===== src/rtl/ovt_pkg.sv =====
// Shared types for the overcurrent fault timer.
// Assumes: nothing beyond IEEE 1800-2017.
package ovt_pkg;

    // Port phase: idle, gate ramp, normal run
    typedef enum logic [1:0] {
        PH_OFF  = 2'd0,
        PH_RAMP = 2'd1,
        PH_RUN  = 2'd2
    } phase_t;

endpackage


===== src/rtl/ovt_leaky_acc.sv =====
// Leaky accumulator: rises one per over-threshold step, falls one per
// 2**DIV_LOG2 under-threshold steps, floor at zero, saturates at LIMIT.
// Assumes step_i is a single-cycle qualifier and clr_i wins over step_i.
module ovt_leaky_acc #(
    parameter  int LIMIT    = 60,
    parameter  int DIV_LOG2 = 4,
    localparam int AW       = $clog2(LIMIT + 1)
) (
    input  logic          clk,
    input  logic          rst_n,
    input  logic          clr_i,
    input  logic          step_i,
    input  logic          over_i,
    output logic [AW-1:0] acc_o,
    output logic          hit_o
);

    localparam logic [AW-1:0] LIM = AW'(LIMIT);

    logic [AW-1:0] acc_q;
    logic          dec_en;

    generate
        if (DIV_LOG2 > 0) begin : g_pre
            logic [DIV_LOG2-1:0] pre_q;
            // Prescaler: counts under-threshold steps only
            always_ff @(posedge clk) begin
                if (!rst_n)                  pre_q <= '0;
                else if (clr_i)              pre_q <= '0;
                else if (step_i && !over_i)  pre_q <= pre_q + 1'b1;
            end
            assign dec_en = step_i && !over_i && (&pre_q);
        end else begin : g_nopre
            assign dec_en = step_i && !over_i;
        end
    endgenerate

    assign hit_o = step_i && over_i && (acc_q >= LIM - 1'b1);
    assign acc_o = acc_q;

    // Accumulator: saturating up-count, floored down-count
    always_ff @(posedge clk) begin
        if (!rst_n)                         acc_q <= '0;
        else if (clr_i)                     acc_q <= '0;
        else if (step_i && over_i) begin
            if (acc_q < LIM)                acc_q <= acc_q + 1'b1;
        end else if (dec_en && acc_q != '0) acc_q <= acc_q - 1'b1;
    end

endmodule


===== src/rtl/ovt_run_counter.sv =====
// Consecutive-run counter: counts steps with cond_i high, restarts on a
// step with cond_i low, flags the step that completes LIMIT in a row.
// Assumes LIMIT >= 1 and that clr_i wins over step_i.
module ovt_run_counter #(
    parameter  int LIMIT = 15,
    localparam int CW    = $clog2(LIMIT + 1)
) (
    input  logic clk,
    input  logic rst_n,
    input  logic clr_i,
    input  logic step_i,
    input  logic cond_i,
    output logic hit_o
);

    localparam logic [CW-1:0] LIM = CW'(LIMIT);

    logic [CW-1:0] cnt_q;

    assign hit_o = step_i && cond_i && (cnt_q >= LIM - 1'b1);

    // Run length register
    always_ff @(posedge clk) begin
        if (!rst_n)            cnt_q <= '0;
        else if (clr_i)        cnt_q <= '0;
        else if (step_i) begin
            if (!cond_i)       cnt_q <= '0;
            else if (cnt_q < LIM) cnt_q <= cnt_q + 1'b1;
        end
    end

endmodule


===== src/rtl/overload_fault_timer.sv =====
// Overcurrent fault timer for one port. start_i arms a gate-ramp window,
// then the run phase watches a leaky cut-threshold accumulator and a
// high-power limiter run. Any trip gives a one-cycle fault and idles.
// Assumes tick_i is a one-cycle pulse and inputs are synchronous to clk.
module overload_fault_timer
    import ovt_pkg::*;
#(
    parameter  int CUT_LIMIT    = 60,
    parameter  int PLUS_LIMIT   = 15,
    parameter  int INRUSH_LIMIT = 75,
    parameter  int DIV_LOG2     = 4,
    localparam int TMR_W        = $clog2(CUT_LIMIT + 1)
) (
    input  logic             clk,
    input  logic             rst_n,
    input  logic             tick_i,
    input  logic             over_cut_i,
    input  logic             ilim_act_i,
    input  logic             plus_mode_i,
    input  logic             fet_on_i,
    input  logic             start_i,
    output logic             fault_o,
    output logic [TMR_W-1:0] tmr_o
);

    phase_t phase_q;
    logic   ramp_step, run_step;
    logic   inr_hit, cut_hit, plus_hit, trip;
    logic   fault_q;

    assign ramp_step = tick_i && !start_i && (phase_q == PH_RAMP);
    assign run_step  = tick_i && !start_i && (phase_q == PH_RUN);

    ovt_run_counter #(.LIMIT(INRUSH_LIMIT)) u_inrush (
        .clk(clk), .rst_n(rst_n), .clr_i(start_i),
        .step_i(ramp_step), .cond_i(!fet_on_i), .hit_o(inr_hit)
    );

    ovt_leaky_acc #(.LIMIT(CUT_LIMIT), .DIV_LOG2(DIV_LOG2)) u_leaky (
        .clk(clk), .rst_n(rst_n), .clr_i(start_i),
        .step_i(run_step), .over_i(over_cut_i),
        .acc_o(tmr_o), .hit_o(cut_hit)
    );

    ovt_run_counter #(.LIMIT(PLUS_LIMIT)) u_plus (
        .clk(clk), .rst_n(rst_n), .clr_i(start_i),
        .step_i(run_step), .cond_i(plus_mode_i && ilim_act_i),
        .hit_o(plus_hit)
    );

    assign trip = inr_hit || cut_hit || plus_hit;

    // Phase sequencing: arm, ramp to run, drop to idle on trip
    always_ff @(posedge clk) begin
        if (!rst_n)                       phase_q <= PH_OFF;
        else if (start_i)                 phase_q <= PH_RAMP;
        else if (trip)                    phase_q <= PH_OFF;
        else if (ramp_step && fet_on_i)   phase_q <= PH_RUN;
    end

    // Fault pulse register
    always_ff @(posedge clk) begin
        if (!rst_n) fault_q <= 1'b0;
        else        fault_q <= trip && !start_i;
    end

    assign fault_o = fault_q;

endmodule


===== config.mk =====
export PLATFORM = sky130hd
export DESIGN_NAME = overload_fault_timer
export DESIGN_NICKNAME = d
export VERILOG_FILES = /design/src/rtl/ovt_pkg.sv /design/src/rtl/ovt_leaky_acc.sv /design/src/rtl/ovt_run_counter.sv /design/src/rtl/overload_fault_timer.sv
export SDC_FILE = /design/constraint.sdc
export NUM_CORES = 1
export LEC_CHECK = 0
export BUFFER_PORTS_ARGS = -buffer_cell sky130_fd_sc_hd__buf_4
export CORE_ASPECT_RATIO = 0.75
export CORE_MARGIN = 1.5
export CORE_UTILIZATION = 55
export CTS_BUF_LIST = sky130_fd_sc_hd__clkbuf_4
export CTS_CLUSTER_DIAMETER = 40
export DETAILED_ROUTE_END_ITERATION = 10
export PLACE_DENSITY = 0.73
export SLEW_MARGIN = 10
export SYNTH_ARGS = -nofsm -noshare
export SYNTH_HDL_FRONTEND = slang
export SYNTH_SLANG_ARGS = --single-unit

===== constraint.sdc =====
create_clock -name clk -period 5.39 [get_ports clk]
set_input_delay 0.2695 -clock clk [delete_from_list [all_inputs] [get_ports clk]]
set_output_delay 0.2695 -clock clk [all_outputs]
set_load 0.02 [all_outputs]

**Word-level counts from Yosys, hierarchy flattened**

Index checks and enable logic that the tools add are counted.

- Add/sub/neg operators: 5
- Magnitude comparators: 6
- Equal/unequal tests: 4
- Multiplexer cells: 10
- Bitwise logic cells: 1
- Reduce and logical (&&, ||, !) cells: 30

Operators by type and width:

| cell | count |
|---|---|
| $mux W6 | 3 |
| $logic_and A1 B1 Y1 | 15 |
| $mux W7 | 2 |
| $add A4 B1 Y4 const B | 2 |
| $mux W4 | 2 |
| $add A7 B1 Y7 const B | 1 |
| $ge A7 B7 Y1 const B | 1 |
| $lt A7 B7 Y1 const B | 1 |
| $add A6 B1 Y6 const B | 1 |
| $ge A6 B6 Y1 const B | 1 |
| $lt A6 B6 Y1 const B | 1 |
| $reduce_and A2 Y1 | 3 |
| $reduce_bool A6 Y1 | 1 |
| $sub A6 B1 Y6 const B | 1 |
| $ge A4 B4 Y1 const B | 1 |
| $lt A4 B4 Y1 const B | 1 |
| $ne A2 B2 Y1 const B | 2 |
| $reduce_and A4 Y1 | 1 |
| $reduce_bool A2 Y1 | 2 |
| $logic_not A1 Y1 | 3 |
| $mux W1 | 3 |
| $reduce_bool A3 Y1 | 1 |
| $reduce_or A3 Y1 | 1 |
| $eq A2 B1 Y1 const B | 1 |
| 4 further kinds | 5 |

- Bits in registers: 24
- Output and inout bits: 7

**Depth between registers and ports, before layout**

- Word-level depth: 9
- Depth in mapped cells: 8
- Gate-level depth less buffers: 8

**Hierarchy**

A second synthesis with hierarchy kept.

- Cell total of the unflattened synthesis: 173
- Area, all modules: 1495.2 um^2

Modules (own cells, without submodules):

| module | instances | cells each | area each (um^2) | sequential area each (um^2) |
|---|---|---|---|---|
| ovt_leaky_acc | 1 | 70 | 629.4 | 200.2 |
| ovt_run_counter at u_inrush | 1 | 58 | 456.7 | 140.1 |
| ovt_run_counter at u_plus | 1 | 30 | 252.7 | 80.1 |
| overload_fault_timer | 1 | 15 | 156.4 | 60.1 |

**Least setup slack after synthesis**

Ideal clock, no wire load.

- Path type: register -> register
- Start: reg phase_q[0]
- End: reg u_leaky.acc_q[5], in the netlist u_leaky.acc_o[5]
- Library setup time: 0.072 ns
- Arrival: 2.064 ns
- Setup slack: 3.255 ns
- Cell stages (with the launch flop): 9
- Buffers on the path: 0
- Clock period less this slack: 2.135 ns
- Cell sequence: dfxtp_1 -> and4bb_4 -> nand2_1 -> ha_1 -> a211oi_1 -> o21bai_1 -> a221o_1 -> a21oi_1 -> mux2i_1

- Longest elaborated chain between the ends: 7

RTL lines:

| element | line | text |
|---|---|---|
| from (decl) | overload_fault_timer.sv:26 | `phase_t phase_q;` |
| from (signal assigned) | overload_fault_timer.sv:55 | `if (!rst_n) phase_q <= PH_OFF;` |
| from (signal assigned) | overload_fault_timer.sv:56 | `else if (start_i) phase_q <= PH_RAMP;` |
| from (signal assigned) | overload_fault_timer.sv:57 | `else if (trip) phase_q <= PH_OFF;` |
| $eq A2 B2 Y1 (*) | overload_fault_timer.sv:32 | `assign run_step = tick_i && !start_i && (phase_q == PH_RUN);` |
| $logic_and A1 B1 Y1 (*) | overload_fault_timer.sv:32 |  |
| $logic_and A1 B1 Y1 (2 in a row) | ovt_leaky_acc.sv:32 | `assign dec_en = step_i && !over_i && (&pre_q);` |
| $logic_and A1 B1 Y1 | ovt_leaky_acc.sv:47 | `end else if (dec_en && acc_q != '0) acc_q <= acc_q - 1'b1;` |
| $reduce_bool A2 Y1 (no source line) | n/a |  |
| $reduce_and A2 Y1 (no source line) | n/a |  |
| to (signal assigned) | ovt_leaky_acc.sv:46 | `if (acc_q < LIM) acc_q <= acc_q + 1'b1;` |
| to (signal assigned) | ovt_leaky_acc.sv:47 |  |
| to (decl) | ovt_leaky_acc.sv:20 | `logic [AW-1:0] acc_q;` |

Mark *: on every way between the ends. The rest lies on a longest branch, timed or not.
A chain may end at the register's enable or synchronous reset.

**Worst setup path after layout**

Same ends and word-level chain as after synthesis.

==> results.sh <==
export IMPL_end_kind="register"
export IMPL_cp_arrival_ns=2.67
export IMPL_fin_crit_sh_pct=44.9
export IMPL_syn_area_mm2=0.00135
export IMPL_nNetsFinal=183
export IMPL_outcome="finished clean"
export IMPL_track_usage_pct=21.6
export IMPL_tightest_slew_ns=0.634
export IMPL_rows=15
export IMPL_initial_core_util_pct=58.3
export IMPL_pwr_density_cell_mw_per_mm2=181
export IMPL_ctsResizeCount=0
export IMPL_vias_per_cell=5.52
export IMPL_synthArstFlopShare_pct=0
export IMPL_diodes=0
export IMPL_min_period_ns=2.42
export IMPL_cts_tree="yes"
export IMPL_fillers=199
export IMPL_synth_top_area_share_pct=35.7
export IMPL_pin_count=15
export IMPL_cts_root_buf="clkbuf_4"
export IMPL_syn_inst=147
export IMPL_cts_htree_levels=1
export IMPL_drtPass1Iterations=4
export IMPL_wire_per_inst_um=13.2
export IMPL_hold_viol=0
export IMPL_crit_fanout=6
export IMPL_stdcell_count=198
export IMPL_die_y_um=45.8
export IMPL_netlist_top_cells_area="dfxtp_1 (36%), ha_1 (8.4%), nor2_1 (7.3%), xor2_1 (7.2%), mux2i_1 (5.2%)"
export IMPL_gr_total_overflow=0
export IMPL_syn_nets=165
export IMPL_holdPathStages=2
export IMPL_clk_latency_ns=0.32
export IMPL_dpl_cell_area_mm2=0.00149
export IMPL_setup_tns_ns=0
export IMPL_rsz0062_at_grt="false"
export IMPL_wl_mm=2.62
export IMPL_grt_max_degree=15
export IMPL_grt_pass1_wl_mm=4.43
export IMPL_dp_hpwl_mm=1.97
export IMPL_ys_seq_elements=24
export IMPL_ant_nets=0
export IMPL_critical_path_max_stage_delay_ns=0.37
export IMPL_dp_cells=194
export IMPL_synth_edf_count=0
export IMPL_cp_data_required_time_ns=5.64
export IMPL_min_from="rst_n"
export IMPL_cts_buffers=3
export IMPL_path_clk_slew_ns=0.12
export IMPL_cts_hold_buf=0
export IMPL_max_cap_viol_count=0
export IMPL_criticalPathCategory="register to register"
export IMPL_r2r_start="phase_q[0]"
export IMPL_r2r_cells=8
export IMPL_power_leakage_nw=0.617
export IMPL_grt_pass1_vias=963
export IMPL_fin_area_mm2=0.00152
export IMPL_peakVddDrop_mv=0.194
export IMPL_antenna_found_initial=0
export IMPL_gp_congestion=0.933
export IMPL_syn_avg_cell_area_um2=9.15
export IMPL_drc_errors=0
export IMPL_syn2layout_area_growth_pct=12.7
export IMPL_yosysTopAreaCell="dfxtp_1"
export IMPL_power_w=0.000274
export IMPL_max_freq_mhz=413
export IMPL_ys_seq_area_share_pct=35.7
export IMPL_path_cells="and4bb_4 > nand2_1 > ha_1 > a211oi_1 > o21bai_1 > a221o_1 > a21oi_1 > mux2i_1"
export IMPL_finalMaxSlewViolations=0
export IMPL_cp_start_kind="register"
export IMPL_relSlewSlack_pct=57.7
export IMPL_synthFlopType="dfxtp_1"
export IMPL_die_x_um=60.1
export IMPL_hold_class="primary input to register"
export IMPL_synthDistinctLibCells=40
export IMPL_synth_common_cells="nor2_1 (26), dfxtp_1 (24), nand2_1 (12), xor2_1 (11), ha_1 (9)"
export IMPL_slowest_stage="and4bb_4"
export IMPL_first_iter_violations=73
export IMPL_layout_drive_gt1_share_pct=14.0
export IMPL_cts_sinks=24
export IMPL_clockBufferDepth=2
export IMPL_skew_ns=0.00468
export IMPL_die_area_mm2=0.00275
export IMPL_setup_viol=0
export IMPL_port_buffers=14
export IMPL_via_count=1092
export IMPL_yosys_warnings=0
export IMPL_post_cts_buffers=0
export IMPL_core_area_mm2=0.00231
export IMPL_startpoint="phase_q[0]"
export IMPL_yosysMostFrequentCell="nor2_1"
[path summary, 6_finish.rpt]
kind	to	slack, ns
worst max register to register	u_leaky.acc_o[5]	2.97
worst min register to register	u_plus.cnt_q[3]	0.52
worst max-delay path	u_leaky.acc_o[5]	2.97
worst min-delay path	phase_q[0]	0.20
[through the flow]
stage | hold WS (ns) | setup slack (ns) | utilization, %
detailed placement | 0.497 | 2.95 | 64.5
CTS | 0.195 | 3.03 | 65.6
global route | 0.189 | 2.83 | 65.6
global placement | 0.498 | 3.04 | 64.5
floorplan | 0.398 | 3.25 | -
finish | 0.196 | 2.97 | 65.6
[critical path, delay by kind of cell, from the launching register on]
kind	cells	cell delay, ns
AO/OA/AOI/OAI	4	0.91
AND/OR/NAND/NOR	2	0.54
flip-flops	1	0.35
adder cells (fa/ha/maj)	1	0.34
multiplexers	1	0.21
[kinds of logic (layout without fill, tap and decap cells)]
group / after synthesis / in the layout / share of synthesized area, %
AO/OA/AOI/OAI: 27 / 27 / 15.7
XOR/XNOR: 15 / 15 / 9.77
adder cells (fa/ha/maj): 10 / 10 / 9.86
buffers and inverters: 5 / 22 / 1.39
flip-flops: 24 / 24 / 35.7
multiplexers: 7 / 7 / 5.21
AND/OR/NAND/NOR: 59 / 59 / 22.3
[final cells by class]
class / count / area, um^2 / area share (%)
Clock buffer: 3 / 22.5 / 1.49
Clock inverter: 1 / 3.75 / 0.248
Inverter: 4 / 15.0 / 0.991
Multi-Input combinational cell: 118 / 846 / 55.8
Sequential cell: 24 / 480 / 31.7
Tap cell: 34 / 42.5 / 2.81
Timing Repair Buffer: 14 / 105 / 6.94
[sequential cells by signal, summed over array words and instances, names as in the netlist]
signal and cells:
phase_q 2, u_inrush.cnt_q 7, fault_o 1, u_plus.cnt_q 4
u_leaky.acc_o 6, u_leaky.g_pre.pre_q 4
[metal layers]
| metal | routed length (um) | vias to the layer above | global-route usage, % |
|---|---|---|---|
| li1 | - | 556 | - |
| met1 | 1400 | 515 | 31.3 |
| met2 | 1120 | 16 | 32.8 |
| met3 | 78 | 5 | 5.11 |
| met4 | 19 | 0 | 4.00 |
| met5 | 0 | - | 0 |
[cells in the final DEF, fill, tap and decap left out, types with 2 or more instances in the layout]
cell type and n:
a21oi_1 7, mux2i_1 7, nand2_1 12, nor2b_1 2, xor2_1 11, buf_4 14
and4_1 2, nand2b_1 3, inv_1 4, dfxtp_1 24, nand4_1 5, o211ai_1 2
o21ai_0 2, xnor2_1 4, nor2_1 26, ha_1 9, a21o_1 3, clkbuf_4 3
[where the power goes]
| part | switching (W) | total [W] | leakage, nW | internal [W] |
|---|---|---|---|---|
| logic | 0.00000814 | 0.0000144 | 0.408 | 0.00000624 |
| registers | 0.000000771 | 0.000179 | 0.194 | 0.000178 |
| clock network | 0.0000535 | 0.0000807 | 0.0154 | 0.0000271 |
| total | 0.0000625 | 0.000274 | 0.617 | 0.000211 |
Power figures use the tool's default switching activity.
